File: config.mk
export PLATFORM = sky130hd
export DESIGN_NAME = adc_result_reg
export DESIGN_NICKNAME = d
export VERILOG_FILES = /design/src/rtl/adcres_pkg.sv /design/src/rtl/adcres_seq.sv /design/src/rtl/adcres_hold.sv /design/src/rtl/adcres_pack.sv /design/src/rtl/adc_result_reg.sv
export SDC_FILE = /design/constraint.sdc
export NUM_CORES = 1
export LEC_CHECK = 0
export ABC_CLOCK_PERIOD_IN_PS = 800
export CORE_ASPECT_RATIO = 1.75
export CORE_UTILIZATION = 37
export CTS_BUF_LIST = sky130_fd_sc_hd__clkbuf_8
export DETAILED_ROUTE_END_ITERATION = 8
export PLACE_DENSITY = 0.89
export SYNTH_ARGS = -nofsm -noshare
export SYNTH_HDL_FRONTEND = slang
export SYNTH_SLANG_ARGS = --single-unit
File: constraint.sdc
create_clock -name clk -period 0.8 [get_ports clk]
set_input_delay 0.12 -clock clk [delete_from_list [all_inputs] [get_ports clk]]
set_output_delay 0.12 -clock clk [all_outputs]
set_load 0.05 [all_outputs]
File: src/rtl/adcres_pkg.sv
package adcres_pkg;

    typedef enum logic [0:0] {
        ST_IDLE = 1'b0,
        ST_CONV = 1'b1
    } seq_state_t;

endpackage

File: src/rtl/adcres_seq.sv
module adcres_seq
    import adcres_pkg::*;
(
    input  logic clk,
    input  logic rst_n,
    input  logic ctrl_wr,
    input  logic conv_done,
    input  logic burst_mode,
    output logic busy,
    output logic restart,
    output logic start_req
);

    seq_state_t state_q;
    seq_state_t state_d;

    // state register
    always_ff @(posedge clk) begin
        if (!rst_n) begin
            state_q <= ST_IDLE;
        end else begin
            state_q <= state_d;
        end
    end

    // transitions
    always_comb begin
        state_d = state_q;
        unique case (state_q)
            ST_IDLE: begin
                if (ctrl_wr) begin
                    state_d = ST_CONV;                  // T_LAUNCH
                end
            end
            ST_CONV: begin
                if (ctrl_wr) begin
                    state_d = ST_CONV;                  // T_RESTART
                end else if (conv_done && burst_mode) begin
                    state_d = ST_CONV;                  // T_CHAIN
                end else if (conv_done) begin
                    state_d = ST_IDLE;                  // T_FINISH
                end
            end
            default: state_d = ST_IDLE;
        endcase
    end

    // outputs
    always_comb begin
        busy    = (state_q == ST_CONV);
        restart = ctrl_wr && (state_q == ST_CONV);
    end

    // one-cycle start request, one per control write
    always_ff @(posedge clk) begin
        if (!rst_n) begin
            start_req <= 1'b0;
        end else begin
            start_req <= ctrl_wr;
        end
    end

endmodule

File: src/rtl/adcres_hold.sv
module adcres_hold #(
    parameter int RES_W  = 12,
    parameter int CHAN_W = 3
) (
    input  logic              clk,
    input  logic              rst_n,
    input  logic              conv_done,
    input  logic [RES_W-1:0]  conv_result,
    input  logic [CHAN_W-1:0] conv_chan,
    input  logic              burst_mode,
    input  logic              res_rd,
    input  logic              ctrl_wr,
    input  logic              restart,
    output logic [RES_W-1:0]  res_q,
    output logic [CHAN_W-1:0] chan_q,
    output logic              done_q,
    output logic              ovr_q
);

    logic done_d;
    logic ovr_d;
    logic lost_unread;

    // a burst completion replacing a sample nobody read
    assign lost_unread = conv_done && burst_mode && done_q && !res_rd;

    always_comb begin
        done_d = done_q;
        if (conv_done) begin
            done_d = 1'b1;
        end else if (ctrl_wr) begin
            done_d = restart;
        end else if (res_rd) begin
            done_d = 1'b0;
        end
    end

    always_comb begin
        ovr_d = ovr_q;
        if (lost_unread) begin
            ovr_d = 1'b1;
        end else if (res_rd) begin
            ovr_d = 1'b0;
        end
    end

    always_ff @(posedge clk) begin
        if (!rst_n) begin
            res_q  <= '0;
            chan_q <= '0;
            done_q <= 1'b0;
            ovr_q  <= 1'b0;
        end else begin
            if (conv_done) begin
                res_q  <= conv_result;
                chan_q <= conv_chan;
            end
            done_q <= done_d;
            ovr_q  <= ovr_d;
        end
    end

endmodule

File: src/rtl/adcres_pack.sv
module adcres_pack #(
    parameter int DATA_W   = 32,
    parameter int RES_W    = 12,
    parameter int CHAN_W   = 3,
    parameter int RES_LSB  = 4,
    parameter int CHAN_LSB = 24,
    parameter int OVR_BIT  = 27,
    parameter int DONE_BIT = 31
) (
    input  logic [RES_W-1:0]  res_q,
    input  logic [CHAN_W-1:0] chan_q,
    input  logic              done_q,
    input  logic              ovr_q,
    output logic [DATA_W-1:0] word
);

    always_comb begin
        word                         = '0;
        word[RES_LSB +: RES_W]       = res_q;
        word[CHAN_LSB +: CHAN_W]     = chan_q;
        word[OVR_BIT]                = ovr_q;
        word[DONE_BIT]               = done_q;
    end

endmodule

File: src/rtl/adc_result_reg.sv
module adc_result_reg #(
    parameter int DATA_W   = 32,
    parameter int RES_W    = 12,
    parameter int CHAN_W   = 3,
    parameter int RES_LSB  = 4,
    parameter int CHAN_LSB = 24,
    parameter int OVR_BIT  = 27,
    parameter int DONE_BIT = 31
) (
    input  logic              clk,
    input  logic              rst_n,
    input  logic              conv_done,
    input  logic [RES_W-1:0]  conv_result,
    input  logic [CHAN_W-1:0] conv_chan,
    input  logic              burst_mode,
    input  logic              res_rd,
    input  logic              ctrl_wr,
    output logic [DATA_W-1:0] rd_data,
    output logic              start_req
);

    localparam int RES_MSB  = RES_LSB + RES_W - 1;
    localparam int CHAN_MSB = CHAN_LSB + CHAN_W - 1;

    generate
        if (RES_MSB >= CHAN_LSB || CHAN_MSB >= OVR_BIT || OVR_BIT >= DONE_BIT
            || DONE_BIT >= DATA_W) begin : g_bad_layout
            initial $error("adc_result_reg: field layout overlaps or overflows");
        end
    endgenerate

    logic              busy;
    logic              restart;
    logic [RES_W-1:0]  res_q;
    logic [CHAN_W-1:0] chan_q;
    logic              done_q;
    logic              ovr_q;

    adcres_seq u_seq (
        .clk        (clk),
        .rst_n      (rst_n),
        .ctrl_wr    (ctrl_wr),
        .conv_done  (conv_done),
        .burst_mode (burst_mode),
        .busy       (busy),
        .restart    (restart),
        .start_req  (start_req)
    );

    adcres_hold #(
        .RES_W  (RES_W),
        .CHAN_W (CHAN_W)
    ) u_hold (
        .clk         (clk),
        .rst_n       (rst_n),
        .conv_done   (conv_done),
        .conv_result (conv_result),
        .conv_chan   (conv_chan),
        .burst_mode  (burst_mode),
        .res_rd      (res_rd),
        .ctrl_wr     (ctrl_wr),
        .restart     (restart),
        .res_q       (res_q),
        .chan_q      (chan_q),
        .done_q      (done_q),
        .ovr_q       (ovr_q)
    );

    adcres_pack #(
        .DATA_W   (DATA_W),
        .RES_W    (RES_W),
        .CHAN_W   (CHAN_W),
        .RES_LSB  (RES_LSB),
        .CHAN_LSB (CHAN_LSB),
        .OVR_BIT  (OVR_BIT),
        .DONE_BIT (DONE_BIT)
    ) u_pack (
        .res_q  (res_q),
        .chan_q (chan_q),
        .done_q (done_q),
        .ovr_q  (ovr_q),
        .word   (rd_data)
    );

    logic unused_busy;
    assign unused_busy = busy;

endmodule

==> reports/metrics.yaml <==
logic_synthesis:
  syn-instance-count: 79
  ys_types: 15
  synth_simple_gate_area_frac: 0.156
  synth_top_family_by_area: "buffers and inverters"
  syn_avg_cell_area_sq_um: 11.0
  syn_area_sq_um: 866
  synth_compound_area_frac: 0.0376
  synthXorXnorAreaFrac: 0
  muxShareOfSynthArea: 0.173
  yosysWarningCount: 0
  ys_seq_elements: 19
  yosysSeqAreaShare: 0.439
  synthAdderAreaFrac: 0
finish:
  antennaDiodeCount: 0
  area_delta_synth_final_pct: 76.2
  fin_nets: 145
  design_area_sq_um: 1530
  drive_above_1_share: 0.439
  fill_cells: 153
  final_util: 0.710
  finalNonFillerCells: 147
power_and_ir_drop:
  ir_worst_vdd_mv: 1.31
  finalPower_mw: 2.55
  powerDensity_nw_per_um2: 1670
  power_leakage_nw: 0.678
setup_path:
  slowest_stage: "dfxtp_4"
  cp-start-kind: "register"
  cp_cell_sequence: "buf_12"
  crit_path_end_kind: "output pin"
  worstSetupPathType: "reg -> out"
  critPathBufInv: 1
  required_ns: 0.68
  arrival_ns: 0.77
  cp_top_family: "flip-flops"
  cp_max_fo: 3
  crit_cells: 1
  cp_slowest_stage_delay_ns: 0.38
  reg2regPathDepth: 3
detailed_routing:
  ant_nets: 0
  wl_per_cell_um: 12.1
  firstDrtPassIters: 2
  drc: 0
  vias: 629
  drt_iter0_drc: 8
  totalWireLength_um: 1790
  viasPerCell: 4.28
placement:
  dp_hpwl_um: 1290
  io_buffers: 38
  dpl.cell_count: 138
  place_area_sq_um: 1400
  gp_congestion: 0.576
cts:
  insertion_delay_ns: 0.26
  clock_path_buffers: 2
  tritoncts: "yes"
  cts_made_buffers: 3
  clockRootBuffer: "clkbuf_8"
  clk_pin_slew_ns: 0.07
  cts_num_sinks: 19
  hold_buffers: 0
  htreeDepth: 1
sta:
  setup_slack_ns: -0.0893
  slew_viol_final: 0
  min_period_ns: 0.889
  timing_hold_violations_final: 0
  clock.fmax_mhz: 1120
  final.setup_skew_ns: 0.000707
  period_share: 1.11
  setup_viol: 18
  rsz0062_at_grt: "true"
die:
  coreArea_sq_um: 2150
  start_util: 0.403
  rows: 22
  num_io_pins: 54
  die_h_um: 66.0
  die-area_sq_um: 2540
  die_x_um: 38.6
global_routing:
  grt_pass1_wl_um: 2720
  antenna_found_initial: 0
  grt_overflow: 0
  grt_usage: 0.155
  grt_pass1_vias: 645
  grt_max_degree: 20
worst_hold_path:
  hold_depth: 3
  hp-class: "in -> reg"
outcome:
  status: "complete, but fails checks"
  violations: "setup timing"
job:
  cap_violations: 0
per-layer routing:
layer | track usage | wire (um) | vias to the layer above
met3 | 0.0337 | 152 | 5
met1 | 0.154 | 657 | 273
met2 | 0.279 | 941 | 40
li1 | - | - | 311
met4 | 0.0776 | 34 | 0
met5 | 0 | 0 | -
logic make-up after synthesis:
| family | after synthesis |
|---|---|
| compound gates | 3 |
| buf+inv | 20 |
| flops | 19 |
| mux | 15 |
| other cells | 1 |
| simple gates | 21 |
state kept, by name, summed over array words and instances, names as in the netlist:
name	flops
u_seq.busy	1
u_hold.res_q	12
u_hold.chan_q	3
u_seq.start_req	1
u_hold.done_q	1
u_hold.ovr_q	1
path summary, 6_finish.rpt:
path / startpoint / end / slack, ns
setup / recovery: u_hold.done_q$_SDFFE_PN0P_ / rd_data[31] / -0.09
setup reg to reg: u_hold.ovr_q$_SDFFE_PN0P_ / u_hold.ovr_q$_SDFFE_PN0P_ / 0.03
hold reg to reg: u_seq.busy$_SDFF_PN0_ / u_seq.busy$_SDFF_PN0_ / 0.52
hold / removal: res_rd / u_hold.ovr_q$_SDFFE_PN0P_ / 0.15
metrics by stage:
step | hold slack [ns] | setup slack, ns | TNS, ns
final | 0.153 | -0.0893 | -1.17
after global routing | 0.151 | -0.116 | -1.72
after CTS | 0.293 | -0.0988 | -1.35
after detailed placement | 0.526 | -0.437 | -7.40
after global placement | 0.512 | -0.388 | -6.93
after floorplan | 0.190 | 0.0619 | 0
cell usage in the layout (no fill, tap or decap):
cell             Yosys  layout
a21oi_2              0       1
a221oi_2             1       1
a31oi_2              1       1
and2_1               1       1
buf_12               1      19
buf_4               17       4
buf_6                1       2
bufbuf_16            0       1
clkbuf_2             0       1
clkbuf_8             0       3
clkdlybuf4s50_1      0      17
conb_1               1      15
dfxtp_2              0      18
dfxtp_4              0       1
dlygate4sd2_1        0       1
dlymetal6s2s_1       0       1
inv_1                0       1
mux2i_1             15      14
mux2i_2              0       1
nand2b_1             1       1
nor2_1               1       1
nor2b_1             17      17
nor3b_2              1       1
area by class of cell:
cell class / count / area [sq um] / area share
Multi-Input combinational cell: 54 / 382 / 0.250
Clock buffer: 3 / 41.3 / 0.0271
Tap cell: 24 / 30.0 / 0.0197
Clock inverter: 1 / 3.75 / 0.00246
Timing Repair Buffer: 46 / 662 / 0.434
Sequential cell: 19 / 407 / 0.267
tightest hold or removal path: cells and delay by family:
kind	cells	cell delay (ns)
buffers and inverters	2	0.23
AND/OR/NAND/NOR	1	0.03
cells in the mapped netlist, drive strengths merged:
library cell / instances / share of area
a221oi: 1 / 0.017
nor2: 1 / 0.0043
nor3b: 1 / 0.014
mux2i: 15 / 0.17
dfxtp: 19 / 0.44
and2: 1 / 0.0072
a31oi: 1 / 0.014
conb: 1 / 0.0043
a21oi: 1 / 0.0058
buf: 20 / 0.19
nor2b: 17 / 0.12
nand2b: 1 / 0.0072
what timing repair did:
action / 4_1_cts / 5_1_grt
setup endpoints to repair: 36 / 27
resized for setup: 6 / 8
hold endpoints to repair: 0 / 0
setup buffers: 1 / 3
pin swaps: 0 / 1
gates cloned: 1 / 0
power by group:
group          internal [mW]  switching [mW]
clock                  0.341           0.305
sequential              1.01          0.0587
combinational          0.390           0.445
total                   1.74           0.809
(Power assumes the default switching activity.)
